File: config.mk
export PLATFORM = sky130hd
export DESIGN_NAME = fixslice_mixcol
export DESIGN_NICKNAME = d
export VERILOG_FILES = /design/src/rtl/fsmc_pkg.sv /design/src/rtl/fsmc_rst_sync.sv /design/src/rtl/fsmc_byte_rot.sv /design/src/rtl/fsmc_lane_terms.sv /design/src/rtl/fsmc_combine.sv /design/src/rtl/fixslice_mixcol.sv
export SDC_FILE = /design/constraint.sdc
export NUM_CORES = 2
export LEC_CHECK = 0
export BUFFER_PORTS_ARGS = -buffer_cell sky130_fd_sc_hd__buf_2
export CAP_MARGIN = 15
export CELL_PAD_IN_SITES_DETAIL_PLACEMENT = 0
export CELL_PAD_IN_SITES_GLOBAL_PLACEMENT = 1
export CORE_ASPECT_RATIO = 0.9
export CORE_MARGIN = 2
export CORE_UTILIZATION = 51
export CTS_BUF_LIST = sky130_fd_sc_hd__clkbuf_16
export CTS_CLUSTER_SIZE = 14
export DETAILED_ROUTE_END_ITERATION = 10
export HOLD_SLACK_MARGIN = 0.12
export MAX_ROUTING_LAYER = met4
export PLACE_DENSITY = 0.86
export SLEW_MARGIN = 30
export SYNTH_ARGS = -nofsm -noshare
export SYNTH_HDL_FRONTEND = slang
export SYNTH_HIERARCHICAL = 1
export SYNTH_SLANG_ARGS = --single-unit
File: constraint.sdc
create_clock -name clk -period 0.8 [get_ports clk]
set_input_delay 0.08 -clock clk [delete_from_list [all_inputs] [get_ports clk]]
set_output_delay 0.08 -clock clk [all_outputs]
set_load 0.005 [all_outputs]
File: src/rtl/fsmc_pkg.sv
package fsmc_pkg;

  parameter int unsigned LANES          = 8;
  parameter int unsigned LANE_W         = 32;
  parameter int unsigned BYTE_W         = 8;
  parameter int unsigned VAR_W          = 2;
  localparam int unsigned BYTES_PER_LANE = LANE_W / BYTE_W;
  localparam int unsigned STATE_W        = LANES * LANE_W;
  localparam int unsigned NUM_VAR        = 1 << VAR_W;

  // Output lanes that also receive the reduction term of lane 0.
  localparam logic [LANES-1:0] FOLD_MASK = 8'b0101_1000;

  typedef logic [LANE_W-1:0] lane_t;
  typedef logic [VAR_W-1:0]  variant_t;

  // Replicate one byte across a lane.
  function automatic lane_t rep_byte(logic [BYTE_W-1:0] b);
    lane_t r;
    for (int i = 0; i < BYTES_PER_LANE; i++) r[i*BYTE_W +: BYTE_W] = b;
    return r;
  endfunction

  // Rotate a lane right by k bit positions.
  function automatic lane_t word_ror(lane_t x, int unsigned k);
    return (x >> k) | (x << (LANE_W - k));
  endfunction

  // Inner per-byte rotation for a variant: 6, 4, 2, 0.
  function automatic int unsigned inner_amt(int unsigned v);
    return (BYTE_W - 2 - 2 * v) % BYTE_W;
  endfunction

  // Outer per-byte rotation: twice the inner amount, modulo a byte.
  function automatic int unsigned outer_amt(int unsigned v);
    return (2 * inner_amt(v)) % BYTE_W;
  endfunction

endpackage

File: src/rtl/fsmc_rst_sync.sv
module fsmc_rst_sync #(
  parameter int unsigned STAGES = 2
) (
  input  logic clk,
  input  logic rst_n,
  output logic rst_sync_n
);

  logic [STAGES-1:0] sync_q;
  logic [STAGES-1:0] sync_d;

  always_comb begin
    sync_d = {sync_q[STAGES-2:0], 1'b1};
  end

  always_ff @(posedge clk or negedge rst_n) begin
    if (!rst_n) sync_q <= '0;
    else        sync_q <= sync_d;
  end

  assign rst_sync_n = sync_q[STAGES-1];

endmodule

File: src/rtl/fsmc_byte_rot.sv
module fsmc_byte_rot import fsmc_pkg::*; #(
  parameter int unsigned AMT = 0
) (
  input  lane_t din,
  output lane_t dout
);

  // Bits that slide down inside each byte, and bits that wrap to the top.
  localparam logic [BYTE_W-1:0] DOWN_KEEP = {BYTE_W{1'b1}} >> AMT;
  localparam logic [BYTE_W-1:0] WRAP_KEEP = {BYTE_W{1'b1}} >> (BYTE_W - AMT);
  localparam lane_t       DOWN_MASK = rep_byte(DOWN_KEEP);
  localparam lane_t       WRAP_MASK = rep_byte(WRAP_KEEP);
  localparam int unsigned UP_SHIFT  = (BYTE_W - AMT) % BYTE_W;

  assign dout = ((din >> AMT) & DOWN_MASK) | ((din & WRAP_MASK) << UP_SHIFT);

endmodule

File: src/rtl/fsmc_lane_terms.sv
module fsmc_lane_terms import fsmc_pkg::*; (
  input  logic     clk,
  input  logic     rst_n,
  input  variant_t variant,
  input  lane_t    lane_in,
  output lane_t    shifted_term,
  output lane_t    mixed_term,
  output lane_t    swapped_term
);

  lane_t inner_rot [NUM_VAR];
  lane_t shifted_v [NUM_VAR];
  lane_t mixed_v   [NUM_VAR];
  lane_t outer_rot [NUM_VAR];
  lane_t swapped_v [NUM_VAR];

  for (genvar v = 0; v < NUM_VAR; v++) begin : g_var
    fsmc_byte_rot #(.AMT(inner_amt(v))) u_inner (
      .din  (lane_in),
      .dout (inner_rot[v])
    );

    assign shifted_v[v] = word_ror(inner_rot[v], BYTE_W);
    assign mixed_v[v]   = lane_in ^ shifted_v[v];

    fsmc_byte_rot #(.AMT(outer_amt(v))) u_outer (
      .din  (mixed_v[v]),
      .dout (outer_rot[v])
    );

    assign swapped_v[v] = word_ror(outer_rot[v], 2 * BYTE_W);

    // A byte rotation only moves bits: the set-bit count must not change.
    assert_rot_keeps_bits_R4: assert property (
      @(posedge clk) disable iff (!rst_n)
      $countones(inner_rot[v]) == $countones(lane_in)
    ) else $error("per-byte rotation lost or gained bits");
  end

  always_comb begin
    shifted_term = shifted_v[variant];
    mixed_term   = mixed_v[variant];
    swapped_term = swapped_v[variant];
  end

endmodule

File: src/rtl/fsmc_combine.sv
module fsmc_combine import fsmc_pkg::*; (
  input  lane_t mixed     [LANES],
  input  lane_t shifted   [LANES],
  input  lane_t swapped   [LANES],
  output lane_t lanes_out [LANES]
);

  for (genvar k = 0; k < LANES; k++) begin : g_lane
    localparam int unsigned NEIGH = (k + 1) % LANES;
    if (FOLD_MASK[k]) begin : g_fold
      assign lanes_out[k] = mixed[NEIGH] ^ shifted[k] ^ swapped[k] ^ mixed[0];
    end else begin : g_plain
      assign lanes_out[k] = mixed[NEIGH] ^ shifted[k] ^ swapped[k];
    end
  end

endmodule

File: src/rtl/fixslice_mixcol.sv
module fixslice_mixcol import fsmc_pkg::*; (
  input  logic               clk,
  input  logic               rst_n,
  input  logic               in_valid,
  input  logic [VAR_W-1:0]   variant,
  input  logic [STATE_W-1:0] state_in,
  output logic               out_valid,
  output logic [STATE_W-1:0] state_out
);

  logic rst_sync_n;

  fsmc_rst_sync #(.STAGES(2)) u_rst_sync (
    .clk        (clk),
    .rst_n      (rst_n),
    .rst_sync_n (rst_sync_n)
  );

  lane_t lanes_in  [LANES];
  lane_t shifted   [LANES];
  lane_t mixed     [LANES];
  lane_t swapped   [LANES];
  lane_t lanes_mix [LANES];
  logic [STATE_W-1:0] mix_state;

  for (genvar k = 0; k < LANES; k++) begin : g_lane
    assign lanes_in[k] = state_in[k*LANE_W +: LANE_W];

    fsmc_lane_terms u_terms (
      .clk          (clk),
      .rst_n        (rst_sync_n),
      .variant      (variant),
      .lane_in      (lanes_in[k]),
      .shifted_term (shifted[k]),
      .mixed_term   (mixed[k]),
      .swapped_term (swapped[k])
    );

    assign mix_state[k*LANE_W +: LANE_W] = lanes_mix[k];
  end

  fsmc_combine u_combine (
    .mixed     (mixed),
    .shifted   (shifted),
    .swapped   (swapped),
    .lanes_out (lanes_mix)
  );

  logic               valid_q, valid_d;
  logic [STATE_W-1:0] state_q, state_d;

  always_comb begin
    valid_d = in_valid;
    state_d = state_q;
    if (in_valid) state_d = mix_state;
  end

  always_ff @(posedge clk or negedge rst_sync_n) begin
    if (!rst_sync_n) valid_q <= 1'b0;
    else             valid_q <= valid_d;
  end

  always_ff @(posedge clk) begin
    if (in_valid) state_q <= state_d;
  end

  assign out_valid = valid_q;
  assign state_out = state_q;

  assert_valid_rise_R1: assert property (
    @(posedge clk) disable iff (!rst_sync_n) in_valid |=> out_valid
  ) else $error("out_valid missing after capture");

  assert_valid_idle_R1: assert property (
    @(posedge clk) disable iff (!rst_sync_n) !in_valid |=> !out_valid
  ) else $error("out_valid without capture");

  assert_hold_state_R2: assert property (
    @(posedge clk) disable iff (!rst_sync_n) !in_valid |=> $stable(state_out)
  ) else $error("state_out changed without capture");

  assert_zero_map_R9: assert property (
    @(posedge clk) disable iff (!rst_sync_n)
    (in_valid && state_in == '0) |=> state_out == '0
  ) else $error("zero state did not map to zero");

endmodule

==> report_table.html <==
<table>
<tr><th>Metric</th><th>Value</th></tr>
<tr><th colspan="2">Placement</th></tr>
<tr><td>Final weighted congestion of routability-driven global placement</td><td>0.9858</td></tr>
<tr><td>Inst Count DP</td><td>5,247</td></tr>
<tr><td>Hpwl dp</td><td>122,500 um</td></tr>
<tr><td>Input/output buffers</td><td>517</td></tr>
<tr><td>Worst setup slack after placement</td><td>-1.256 ns</td></tr>
<tr><td>Dpl cell area</td><td>50,770 um2</td></tr>
<tr><th colspan="2">Clock network</th></tr>
<tr><td>Post-CTS clock slew at the launch and capture registers of the worst setup and hold paths</td><td>0.06 ns</td></tr>
<tr><td>CTS Buf Count</td><td>39</td></tr>
<tr><td>CTS H-tree depth</td><td>2</td></tr>
<tr><td>Number of buffers on the longest clock path</td><td>3</td></tr>
<tr><td>Clock insertion delay at the later pin of the skew report</td><td>0.60 ns</td></tr>
<tr><td>Cell at the root of the clock tree</td><td>sky130_fd_sc_hd__clkbuf_16</td></tr>
<tr><td># clock sinks</td><td>259</td></tr>
<tr><td>CTS tree</td><td>done</td></tr>
<tr><th colspan="2">STA</th></tr>
<tr><td>Fin Setup TNS</td><td>-313.70 ns</td></tr>
<tr><td>Maximum achievable frequency</td><td>682.8 MHz</td></tr>
<tr><td>Remaining max-slew budget at the tightest pin</td><td>0.6420</td></tr>
<tr><td>Minimum hold slack</td><td>0.08781 ns</td></tr>
<tr><td>Shortest clock period the worst path allows after layout</td><td>1.465 ns</td></tr>
<tr><td>Pin slew with the least headroom to its limit</td><td>0.5352 ns</td></tr>
<tr><td>Setup repair after global routing missed its margin</td><td>yes</td></tr>
<tr><td>Worst clock skew on the final layout</td><td>0.00002626 ns</td></tr>
<tr><td>Worst-case setup margin in the final layout</td><td>-0.6647 ns</td></tr>
<tr><td>Final setup violation count</td><td>769</td></tr>
<tr><td>Final number of max-transition violations</td><td>0</td></tr>
<tr><td>Final hold viol count</td><td>0</td></tr>
<tr><td>Part of the cycle the worst path needs</td><td>1.831</td></tr>
<tr><th colspan="2">GRT</th></tr>
<tr><td>Number of antenna violations at the first check in global routing</td><td>42</td></tr>
<tr><td>Global-route wire length before repair</td><td>229,500 um</td></tr>
<tr><td>Aggregate global routing overflow</td><td>0</td></tr>
<tr><td>Pin count of the biggest net entering global routing</td><td>43</td></tr>
<tr><td>Number of global-route vias before repair</td><td>32,810</td></tr>
<tr><td>GRT Total Usage</td><td>0.2842</td></tr>
<tr><th colspan="2">Power</th></tr>
<tr><td>Power share of the combinational group</td><td>0.568</td></tr>
<tr><td>Part of the total power dissipated in the clock network</td><td>0.188</td></tr>
<tr><td>Total Power Consumption</td><td>95.77 mW</td></tr>
<tr><td>Power density over the cells</td><td>1657 nW/um2</td></tr>
<tr><td>Net switching power figure</td><td>36.41 mW</td></tr>
<tr><td>Static Leakage</td><td>22.77 nW</td></tr>
<tr><td>Sw Share</td><td>0.3802</td></tr>
<tr><td>Peak ir drop on the vdd network</td><td>1356 uV</td></tr>
<tr><td>Internal power summed over all cells</td><td>59.36 mW</td></tr>
<tr><td>Share of power burned in registers</td><td>0.245</td></tr>
<tr><th colspan="2">Yosys</th></tr>
<tr><td>Share of synthesized area spent on multiplexers</td><td>0.3015</td></tr>
<tr><td>Net count of the mapped netlist</td><td>5,177</td></tr>
<tr><td>Top cell type by total area after synthesis</td><td>sky130_fd_sc_hd__mux4_2</td></tr>
<tr><td>Mean instance size in the synthesized netlist</td><td>11.67 um2</td></tr>
<tr><td>Fraction of post-synthesis cell area in the top cell type by area</td><td>0.3015</td></tr>
<tr><td>Number of distinct library cells after synthesis</td><td>13</td></tr>
<tr><td>Mapped Cells</td><td>4,916</td></tr>
<tr><td>Synth top area cells</td><td>sky130_fd_sc_hd__mux4_2, sky130_fd_sc_hd__buf_4, sky130_fd_sc_hd__xor2_1</td></tr>
<tr><td>Adder-cell share of the synthesized area</td><td>0</td></tr>
<tr><td>Compound-Gate Fraction of Synth Area</td><td>0</td></tr>
<tr><td>Dominant combinational cell family by area after synthesis</td><td>multiplexers</td></tr>
<tr><td>Xor/xnor cell area share of the yosys netlist</td><td>0.2658</td></tr>
<tr><td>Simple-Gate Fraction of Synth Area</td><td>0</td></tr>
<tr><td>Synthesized area</td><td>57,370 um2</td></tr>
<tr><td>Register bit count reported by yosys</td><td>259</td></tr>
<tr><td>Warning count from the yosys run</td><td>6</td></tr>
<tr><td>Post-synthesis sequential area ratio</td><td>0.1353</td></tr>
<tr><th colspan="2">Min path</th></tr>
<tr><td>Hold Path Class</td><td>primary input to register</td></tr>
<tr><th colspan="2">Worst setup path</th></tr>
<tr><td>Worst Setup Path Type</td><td>register to primary output</td></tr>
<tr><td>Slowest Stage Delay on Critical Path</td><td>0.56 ns</td></tr>
<tr><td>Largest delay share family, worst path</td><td>flip-flops</td></tr>
<tr><td>Worst EP required</td><td>0.72 ns</td></tr>
<tr><td>Worst Path Max Fanout</td><td>1</td></tr>
<tr><td>CP max stage cell</td><td>sky130_fd_sc_hd__edfxtp_1</td></tr>
<tr><td>CP Launch Type</td><td>register</td></tr>
<tr><td>Cells traversed along the worst timing path</td><td>buf_2</td></tr>
<tr><td>Total buffers and inverters traversed by the critical path</td><td>1</td></tr>
<tr><td>Kind of capture point of the worst setup path</td><td>primary output</td></tr>
<tr><td>Worst path arrival time</td><td>1.38 ns</td></tr>
<tr><th colspan="2">Final layout</th></tr>
<tr><td>Net count reported at finish</td><td>4,237</td></tr>
<tr><td>Cell Count, Final, Fillers Out</td><td>5,531</td></tr>
<tr><td>Syn-to-layout area delta</td><td>0.7524%</td></tr>
<tr><td>Commonest cells after routing, fill and taps aside</td><td>sky130_fd_sc_hd__xor2_1, sky130_fd_sc_hd__mux4_2, sky130_fd_sc_hd__buf_2, sky130_fd_sc_hd__buf_4, sky130_fd_sc_hd__edfxtp_1</td></tr>
<tr><td>Share of post-route cells with drive strength above 1</td><td>0.6074</td></tr>
<tr><td>Most common cell after layout, fill and taps aside</td><td>sky130_fd_sc_hd__xor2_1</td></tr>
<tr><td>Util after Layout</td><td>0.5192</td></tr>
<tr><td>Non-Filler Cell Area, Final</td><td>57,800 um2</td></tr>
<tr><th colspan="2">Floorplanning</th></tr>
<tr><td>Horizontal die dimension</td><td>357.5 um</td></tr>
<tr><td>Die boundary height</td><td>322.2 um</td></tr>
<tr><td>Die Area</td><td>115,200 um2</td></tr>
<tr><td>Core area</td><td>111,300 um2</td></tr>
<tr><td>Io pins</td><td>518</td></tr>
<tr><td>Effective utilization at floorplan</td><td>0.5153</td></tr>
<tr><td>Number of core rows</td><td>116</td></tr>
<tr><th colspan="2">Detailed routing</th></tr>
<tr><td>Number of DRC markers in iteration 0</td><td>3,706</td></tr>
<tr><td>Number of detailed-route iterations in the first pass</td><td>7</td></tr>
<tr><td>DRT antenna net count</td><td>0</td></tr>
<tr><td>Via count of the routed design</td><td>32,870</td></tr>
<tr><td>Post-route DRC violation count</td><td>0</td></tr>
<tr><td>Routed length per instance</td><td>29.67 um</td></tr>
<tr><td>Via-per-instance ratio</td><td>5.943</td></tr>
<tr><td>Total wire length</td><td>164,100 um</td></tr>
<tr><th colspan="2">Status</th></tr>
<tr><td>Status</td><td>finished with violations</td></tr>
<tr><td>Violations in the final reports</td><td>negative setup slack</td></tr>
<tr><th colspan="2">Flow run</th></tr>
<tr><td>Max_cap viols</td><td>0</td></tr>
</table>
tightest hold or removal path, stage by stage:
cell and delay [ns]:
sky130_fd_sc_hd__buf_4 0.14, sky130_fd_sc_hd__mux4_2 0.25, sky130_fd_sc_hd__xnor2_1 0.12
per-layer routing:
layer	GRT usage	part of all wire
met5	-	0
met3	0.07581	0.13
met1	0.3759	0.38
met4	0.1021	0.045
met2	0.4198	0.45
kinds of logic (layout without fill, tap and decap cells):
logic type,count (synthesis),count (layout)
other,1,50
DFF,259,259
muxes,768,768
buffers and inverters,2256,1347
xor gates and xnor gates,1632,1632
synthesized netlist by cell type:
library cell               count
sky130_fd_sc_hd__buf_2        88
sky130_fd_sc_hd__mux4_2      768
sky130_fd_sc_hd__conb_1        1
sky130_fd_sc_hd__buf_8        32
sky130_fd_sc_hd__clkbuf_1     40
sky130_fd_sc_hd__xnor2_1     385
sky130_fd_sc_hd__buf_6        40
sky130_fd_sc_hd__xnor2_2     127
sky130_fd_sc_hd__edfxtp_1    256
sky130_fd_sc_hd__dfrtp_1       3
sky130_fd_sc_hd__buf_12        8
sky130_fd_sc_hd__buf_4      2048
sky130_fd_sc_hd__xor2_1     1120
worst paths after layout:
path                                            from              endpoint  slack [ns]  cells after the start
worst max-delay path                   state_out[85]         state_out[85]       -0.66                      1
worst min-delay path                     state_in[1]         state_out[27]        0.09                      3
worst max register to register  u_rst_sync/sync_q[1]             out_valid        0.15                      1
worst min register to register  u_rst_sync/sync_q[0]  u_rst_sync/sync_q[1]        0.36                      0
max in group asynchronous       u_rst_sync/sync_q[1]             out_valid        0.15                      1
min in group asynchronous                      rst_n  u_rst_sync/sync_q[0]        0.33                      3
registers in the layout, indices dropped and copies added, names as in the netlist:
signal and flops:
out_valid 1, u_rst_sync/sync_q 2, state_out 256
layout make-up:
type	count	area, um2
antenna	49	122.6
clock buffer	40	1001
multi-input combinational	2401	34740
fill	8938	53520
clock inverter	32	270.3
tap	1475	1846
sequential	259	7762
timing repair buffer	1275	12050
repair_timing:
| action | in CTS | in global routing |
|---|---|---|
| hold endpoints to repair | 262 | 210 |
| hold buffers | 4 | 1 |
| endpoints found under the setup margin | 513 | 769 |
| resized for setup | 418 | 232 |
| setup buffers | 106 | 41 |
| pin swaps | 218 | 202 |
| cloned | 47 | 11 |
power by group through the flow:
stage / logic, mW / clock network, mW / registers [mW]
finish: 54.4 / 18.0 / 23.4
global route: 57.0 / 18.9 / 23.6
CTS: 51.5 / 18.3 / 23.4
detailed placement: 46.9 / 0 / 23.5
floorplan: 38.9 / 0 / 22.5
global placement: 46.1 / 0 / 23.7
Power figures use the tool's default switching activity.
